### config.mk
export PLATFORM = sky130hd
export DESIGN_NAME = piso_shift_emu
export DESIGN_NICKNAME = d
export VERILOG_FILES = /design/src/rtl/piso_pkg.sv /design/src/rtl/piso_sync.sv /design/src/rtl/piso_ctrl.sv /design/src/rtl/piso_stages.sv /design/src/rtl/piso_shift_emu.sv
export SDC_FILE = /design/constraint.sdc
export NUM_CORES = 1
export LEC_CHECK = 0
export ABC_AREA = 1
export ABC_CLOCK_PERIOD_IN_PS = 2300
export BUFFER_PORTS_ARGS = -buffer_cell sky130_fd_sc_hd__buf_2
export CAP_MARGIN = 15
export CORE_MARGIN = 10
export CORE_UTILIZATION = 54
export DETAILED_ROUTE_END_ITERATION = 10
export PLACE_DENSITY_LB_ADDON = 0.15
export RECOVER_POWER = 25
export SYNTH_ARGS = -nofsm -noshare
export SYNTH_HDL_FRONTEND = slang
export SYNTH_SLANG_ARGS = --single-unit
### constraint.sdc
create_clock -name clk -period 2.3 [get_ports clk]
set_clock_uncertainty 0.05 [all_clocks]
set_input_delay 0.115 -clock clk [delete_from_list [all_inputs] [get_ports clk]]
set_output_delay 0.115 -clock clk [all_outputs]
set_load 0.02 [all_outputs]
### src/rtl/piso_pkg.sv
package piso_pkg;

    typedef struct packed {
        logic tick_a;
        logic tick_b;
        logic load_n;
        logic ser;
    } pins_t;

    localparam int PINS_W = $bits(pins_t);

    // Idle levels: both clock pins high so no edge fires after reset, load inactive
    localparam pins_t PINS_IDLE = '{tick_a: 1'b1, tick_b: 1'b1, load_n: 1'b1, ser: 1'b0};

    typedef enum logic [1:0] {
        OP_HOLD  = 2'd0,
        OP_SHIFT = 2'd1,
        OP_LOAD  = 2'd2
    } op_e;

    function automatic logic rose(input logic prev, input logic cur);
        return !prev && cur;
    endfunction

endpackage

### src/rtl/piso_sync.sv
module piso_sync #(
    parameter int                W       = 4,
    parameter int                DEPTH   = 2,
    parameter logic [W-1:0]      RST_VAL = '0
) (
    input  logic         clk,
    input  logic         rst,
    input  logic [W-1:0] d,
    output logic [W-1:0] q
);
    logic [W-1:0] chain [DEPTH];

    for (genvar g = 0; g < DEPTH; g++) begin : g_flop
        if (g == 0) begin : g_first
            always_ff @(posedge clk) begin
                if (rst) chain[g] <= RST_VAL;
                else     chain[g] <= d;
            end
        end else begin : g_rest
            always_ff @(posedge clk) begin
                if (rst) chain[g] <= RST_VAL;
                else     chain[g] <= chain[g-1];
            end
        end
    end

    assign q = chain[DEPTH-1];
endmodule

### src/rtl/piso_ctrl.sv
module piso_ctrl
    import piso_pkg::*;
(
    input  logic  clk,
    input  logic  rst,
    input  pins_t now,
    output op_e   op,
    output logic  ser_bit,
    output logic  en_rise_err,
    output logic  load_rel_err
);
    logic h_a, h_b, h_load;
    logic comb_now, comb_prev;
    logic en_viol, rel_viol;

    assign comb_now  = now.tick_a | now.tick_b;
    assign comb_prev = h_a | h_b;
    assign ser_bit   = now.ser;

    always_comb begin
        if (!now.load_n)                     op = OP_LOAD;
        else if (rose(comb_prev, comb_now))  op = OP_SHIFT;
        else                                 op = OP_HOLD;
    end

    assign en_viol  = rose(h_b, now.tick_b) && !now.tick_a;
    assign rel_viol = rose(h_load, now.load_n) && !now.tick_a && !now.tick_b;

    always_ff @(posedge clk) begin
        if (rst) begin
            h_a          <= PINS_IDLE.tick_a;
            h_b          <= PINS_IDLE.tick_b;
            h_load       <= PINS_IDLE.load_n;
            en_rise_err  <= 1'b0;
            load_rel_err <= 1'b0;
        end else begin
            h_a          <= now.tick_a;
            h_b          <= now.tick_b;
            h_load       <= now.load_n;
            en_rise_err  <= en_rise_err  | en_viol;
            load_rel_err <= load_rel_err | rel_viol;
        end
    end
endmodule

### src/rtl/piso_stages.sv
module piso_stages
    import piso_pkg::*;
#(
    parameter int STAGES = 8
) (
    input  logic              clk,
    input  logic              rst,
    input  op_e               op,
    input  logic [STAGES-1:0] par_in,
    input  logic              ser_bit,
    output logic [STAGES-1:0] stage_q
);
    for (genvar g = 0; g < STAGES; g++) begin : g_stage
        logic from_left;
        if (g == 0) begin : g_head
            assign from_left = ser_bit;
        end else begin : g_body
            assign from_left = stage_q[g-1];
        end

        always_ff @(posedge clk) begin
            if (rst) begin
                stage_q[g] <= 1'b0;
            end else begin
                case (op)
                    OP_LOAD:  stage_q[g] <= par_in[g];
                    OP_SHIFT: stage_q[g] <= from_left;
                    default:  stage_q[g] <= stage_q[g];
                endcase
            end
        end
    end
endmodule

### src/rtl/piso_shift_emu.sv
module piso_shift_emu
    import piso_pkg::*;
#(
    parameter int STAGES     = 8,
    parameter int SYNC_DEPTH = 2
) (
    input  logic              clk,
    input  logic              rst,
    input  logic [STAGES-1:0] par_in,
    input  logic              ser_in,
    input  logic              load_n,
    input  logic              tick_a,
    input  logic              tick_b,
    output logic              ser_out,
    output logic              ser_out_n,
    output logic              en_rise_err,
    output logic              load_rel_err
);
    pins_t             raw_pins;
    logic [PINS_W-1:0] sync_q;
    pins_t             now;
    op_e               op;
    logic              ser_bit;
    logic [STAGES-1:0] stage_q;

    assign raw_pins = '{tick_a: tick_a, tick_b: tick_b, load_n: load_n, ser: ser_in};

    piso_sync #(
        .W       (PINS_W),
        .DEPTH   (SYNC_DEPTH),
        .RST_VAL (PINS_IDLE)
    ) u_sync (
        .clk (clk),
        .rst (rst),
        .d   (raw_pins),
        .q   (sync_q)
    );

    assign now = pins_t'(sync_q);

    piso_ctrl u_ctrl (
        .clk          (clk),
        .rst          (rst),
        .now          (now),
        .op           (op),
        .ser_bit      (ser_bit),
        .en_rise_err  (en_rise_err),
        .load_rel_err (load_rel_err)
    );

    piso_stages #(.STAGES(STAGES)) u_stages (
        .clk     (clk),
        .rst     (rst),
        .op      (op),
        .par_in  (par_in),
        .ser_bit (ser_bit),
        .stage_q (stage_q)
    );

    // Last stage is transparent to the top parallel bit while loading
    assign ser_out   = (op == OP_LOAD) ? par_in[STAGES-1] : stage_q[STAGES-1];
    assign ser_out_n = ~ser_out;
endmodule

==> flow_metrics.py <==
metrics = {
    "outcome": {
        "status": "finished, final reports clean",
    },
    "drt": {
        "drt_iter0_markers": 18,
        "wl_per_cell_um": 11.3,
        "drt_wl_total_mm": 1.55,
        "via_per_inst": 5.06,
        "dr.pass1.iters": 4,
        "drtAntennaViolNets": 0,
        "via_count": 693,
        "drc": 0,
    },
    "cts": {
        "cts_tree": "yes",
        "cts_made_buffers": 3,
        "clock_latency_ns": 0.31,
        "root_buffer": "clkbuf_4",
        "cts.sinks": 21,
        "cts_buffer_depth": 2,
        "path_clk_slew_ns": 0.11,
        "ctsHtreeMaxLevel": 1,
    },
    "floorplanning": {
        "ios": 18,
        "start_util_pct": 59.8,
        "fp-row-count": 13,
        "die_w_um": 58.9,
        "die-height_um": 58.9,
        "fp.dieArea_um2": 3470,
        "core_um2": 1370,
    },
    "setup_path": {
        "critPathMaxFanout": 18,
        "crit_top_cell": "nor2_1",
        "crit_family": "flip-flops",
        "path_class": "register to output port",
        "cp_slowest_cell": "dfxtp_1",
        "start_kind": "register",
        "required_ns": 2.13,
        "end_kind": "output port",
        "path_depth": 4,
        "critPathArrivalTime_ns": 1.47,
        "worstRegToRegCells": 4,
        "cp_cell_sequence": "nor2_1 > nor2_1 > inv_1 > buf_2",
        "crit_buf_inv": 2,
        "cpPeakStageDelay_ns": 0.70,
    },
    "final_layout": {
        "diodes": 0,
        "final_nets": 137,
        "area_growth_pct": 16.7,
        "layout.cells.non_filler": 137,
        "drive_gt1_share_pct": 24.6,
    },
    "sta": {
        "drv_slew": 0,
        "tightest_slew_ns": 0.566,
        "setup_viol": 0,
        "fmax_mhz": 613,
        "slew_headroom_pct": 62.2,
        "fin_crit_ns": 1.63,
        "hold_viol_final": 0,
        "fin_crit_sh_pct": 70.9,
        "rsz0062_at_grt": "no",
        "tns_ns": 0,
        "holdWs_ns": 0.0290,
    },
    "run": {
        "max_cap_violations": 0,
    },
    "pwr": {
        "power_density_nw_per_um2": 639,
        "ir_drop_mv": 0.425,
        "power.total_w": 0.000609,
        "power_leakage_nw": 0.498,
    },
    "synth": {
        "postSynthCellCount": 101,
        "synth_area_um2": 817,
        "ys_seq_area_share_pct": 51.5,
        "syn_nets": 115,
        "yosysWarnings": 0,
        "avgSynthCellArea_um2": 8.09,
        "ys_ff_latch": 21,
        "synth_cell_types": 17,
    },
    "global_routing": {
        "grt_overflow_total": 0,
        "grt_pass1_wl_mm": 2.66,
        "grt_pass1_vias": 626,
        "grtUsageTotal_pct": 9.74,
        "antenna_found_initial": 0,
        "grt_max_degree": 19,
    },
    "hold_path": {
        "hp-class": "input port to register",
        "hold_depth": 2,
    },
    "placed_design": {
        "hpwlAfterDp_mm": 1.12,
        "gp_congestion": 0.814,
        "place_inst": 129,
        "io_buffers": 17,
    },
}
[synthesized netlist by cell type, drive strengths merged]
cell    instances  area share, %
dfxtp          21             51
nand2          21             11
inv            16            7.3
nand3          14            8.6
nand4           8            6.1
nor2            7            4.1
or2             6            4.6
buf             3            3.7
a21oi           2            1.2
clkbuf          1           0.46
nor3            1           0.61
o31ai           1           0.92
[worst reg2reg max path, delay by kind of cell, from the launching register on]
family | cells | cell delay [ns]
simple gates | 3 | 0.34
flops | 1 | 0.70
buf+inv | 1 | 0.18
[state kept, by name, indices dropped and copies added, names as in the netlist]
| signal | flops |
|---|---|
| u_ctrl.en_rise_err | 1 |
| u_ctrl.h_a | 1 |
| u_ctrl.h_b | 1 |
| u_ctrl.h_load | 1 |
| u_ctrl.load_rel_err | 1 |
| u_stages.g_stage.from_left | 7 |
| u_stages.stage_q | 1 |
| u_sync.chain | 8 |
[cell type report]
type / count / area (um^2)
clock buffer: 4 / 26.3
inverter: 16 / 60.1
multi-input combinational: 60 / 303
sequential: 21 / 420
tap: 15 / 18.8
timing repair buffer: 21 / 125
fill: 113 / 413
[metal layers]
layer / vias up / GRT usage (%) / wire length, um
met5: - / 0 / 0
met4: 0 / 6.89 / 44
met3: 5 / 3.65 / 104
met2: 19 / 14.1 / 672
met1: 307 / 11.5 / 731
li1: 362 / - / -
[cells by family after synthesis]
family,share of synthesized area (%)
buf+inv,11.5
simple gates,34.9
flops,51.5
compound gates,2.14
[worst paths after layout]
path | to | from | slack, ns
setup / recovery | ser_out | u_sync.chain[1][1] | 0.67
hold / removal | u_sync.chain[1][0] | rst | 0.03
setup reg to reg | u_ctrl.load_rel_err | u_sync.chain[1][1] | 0.98
hold reg to reg | u_sync.chain[1][0] | u_sync.chain[0][0] | 0.37
[placed cells by master (no fill, tap or decap)]
master | netlist | routed
nor3_1 | 1 | 1
nand2_1 | 19 | 19
or2_2 | 6 | 6
nand3_1 | 14 | 14
nand4_1 | 8 | 8
buf_2 | 0 | 17
clkbuf_1 | 1 | 1
nor2_4 | 1 | 1
inv_1 | 15 | 15
nand2_4 | 1 | 1
a21oi_1 | 2 | 2
nand2_2 | 1 | 1
dlygate4sd3_1 | 0 | 4
inv_2 | 1 | 1
clkbuf_4 | 0 | 3
o31ai_1 | 1 | 1
nor2_1 | 6 | 6
dfxtp_1 | 21 | 21
[where the power goes]
group / internal, W / leakage, nW / switching, W
sequential: 0.000376 / 0.172 / 0.00000769
clock: 0.0000678 / 0.0150 / 0.000109
combinational: 0.0000240 / 0.311 / 0.0000242
total: 0.000468 / 0.498 / 0.000141
[repair_timing]
action / CTS / global route
hold buffers: 4 / 0
hold endpoints to repair: 4 / 0
buffers inserted: 0 / 0
gates resized for setup: 0 / 0
[per-stage QoR]
| step | util, % | area [um^2] | worst slack [ns] |
|---|---|---|---|
| 2_1_floorplan | - | 817 | 1.08 |
| 3_3_place_gp | 64.9 | 887 | 1.07 |
| 3_5_place_dp | 64.9 | 887 | 1.03 |
| 4_1_cts | 69.8 | 953 | 0.670 |
| 5_1_grt | 69.8 | 953 | 0.451 |
| 6_report | 69.8 | 953 | 0.669 |
Note: power is estimated with default switching activity, not from simulation.
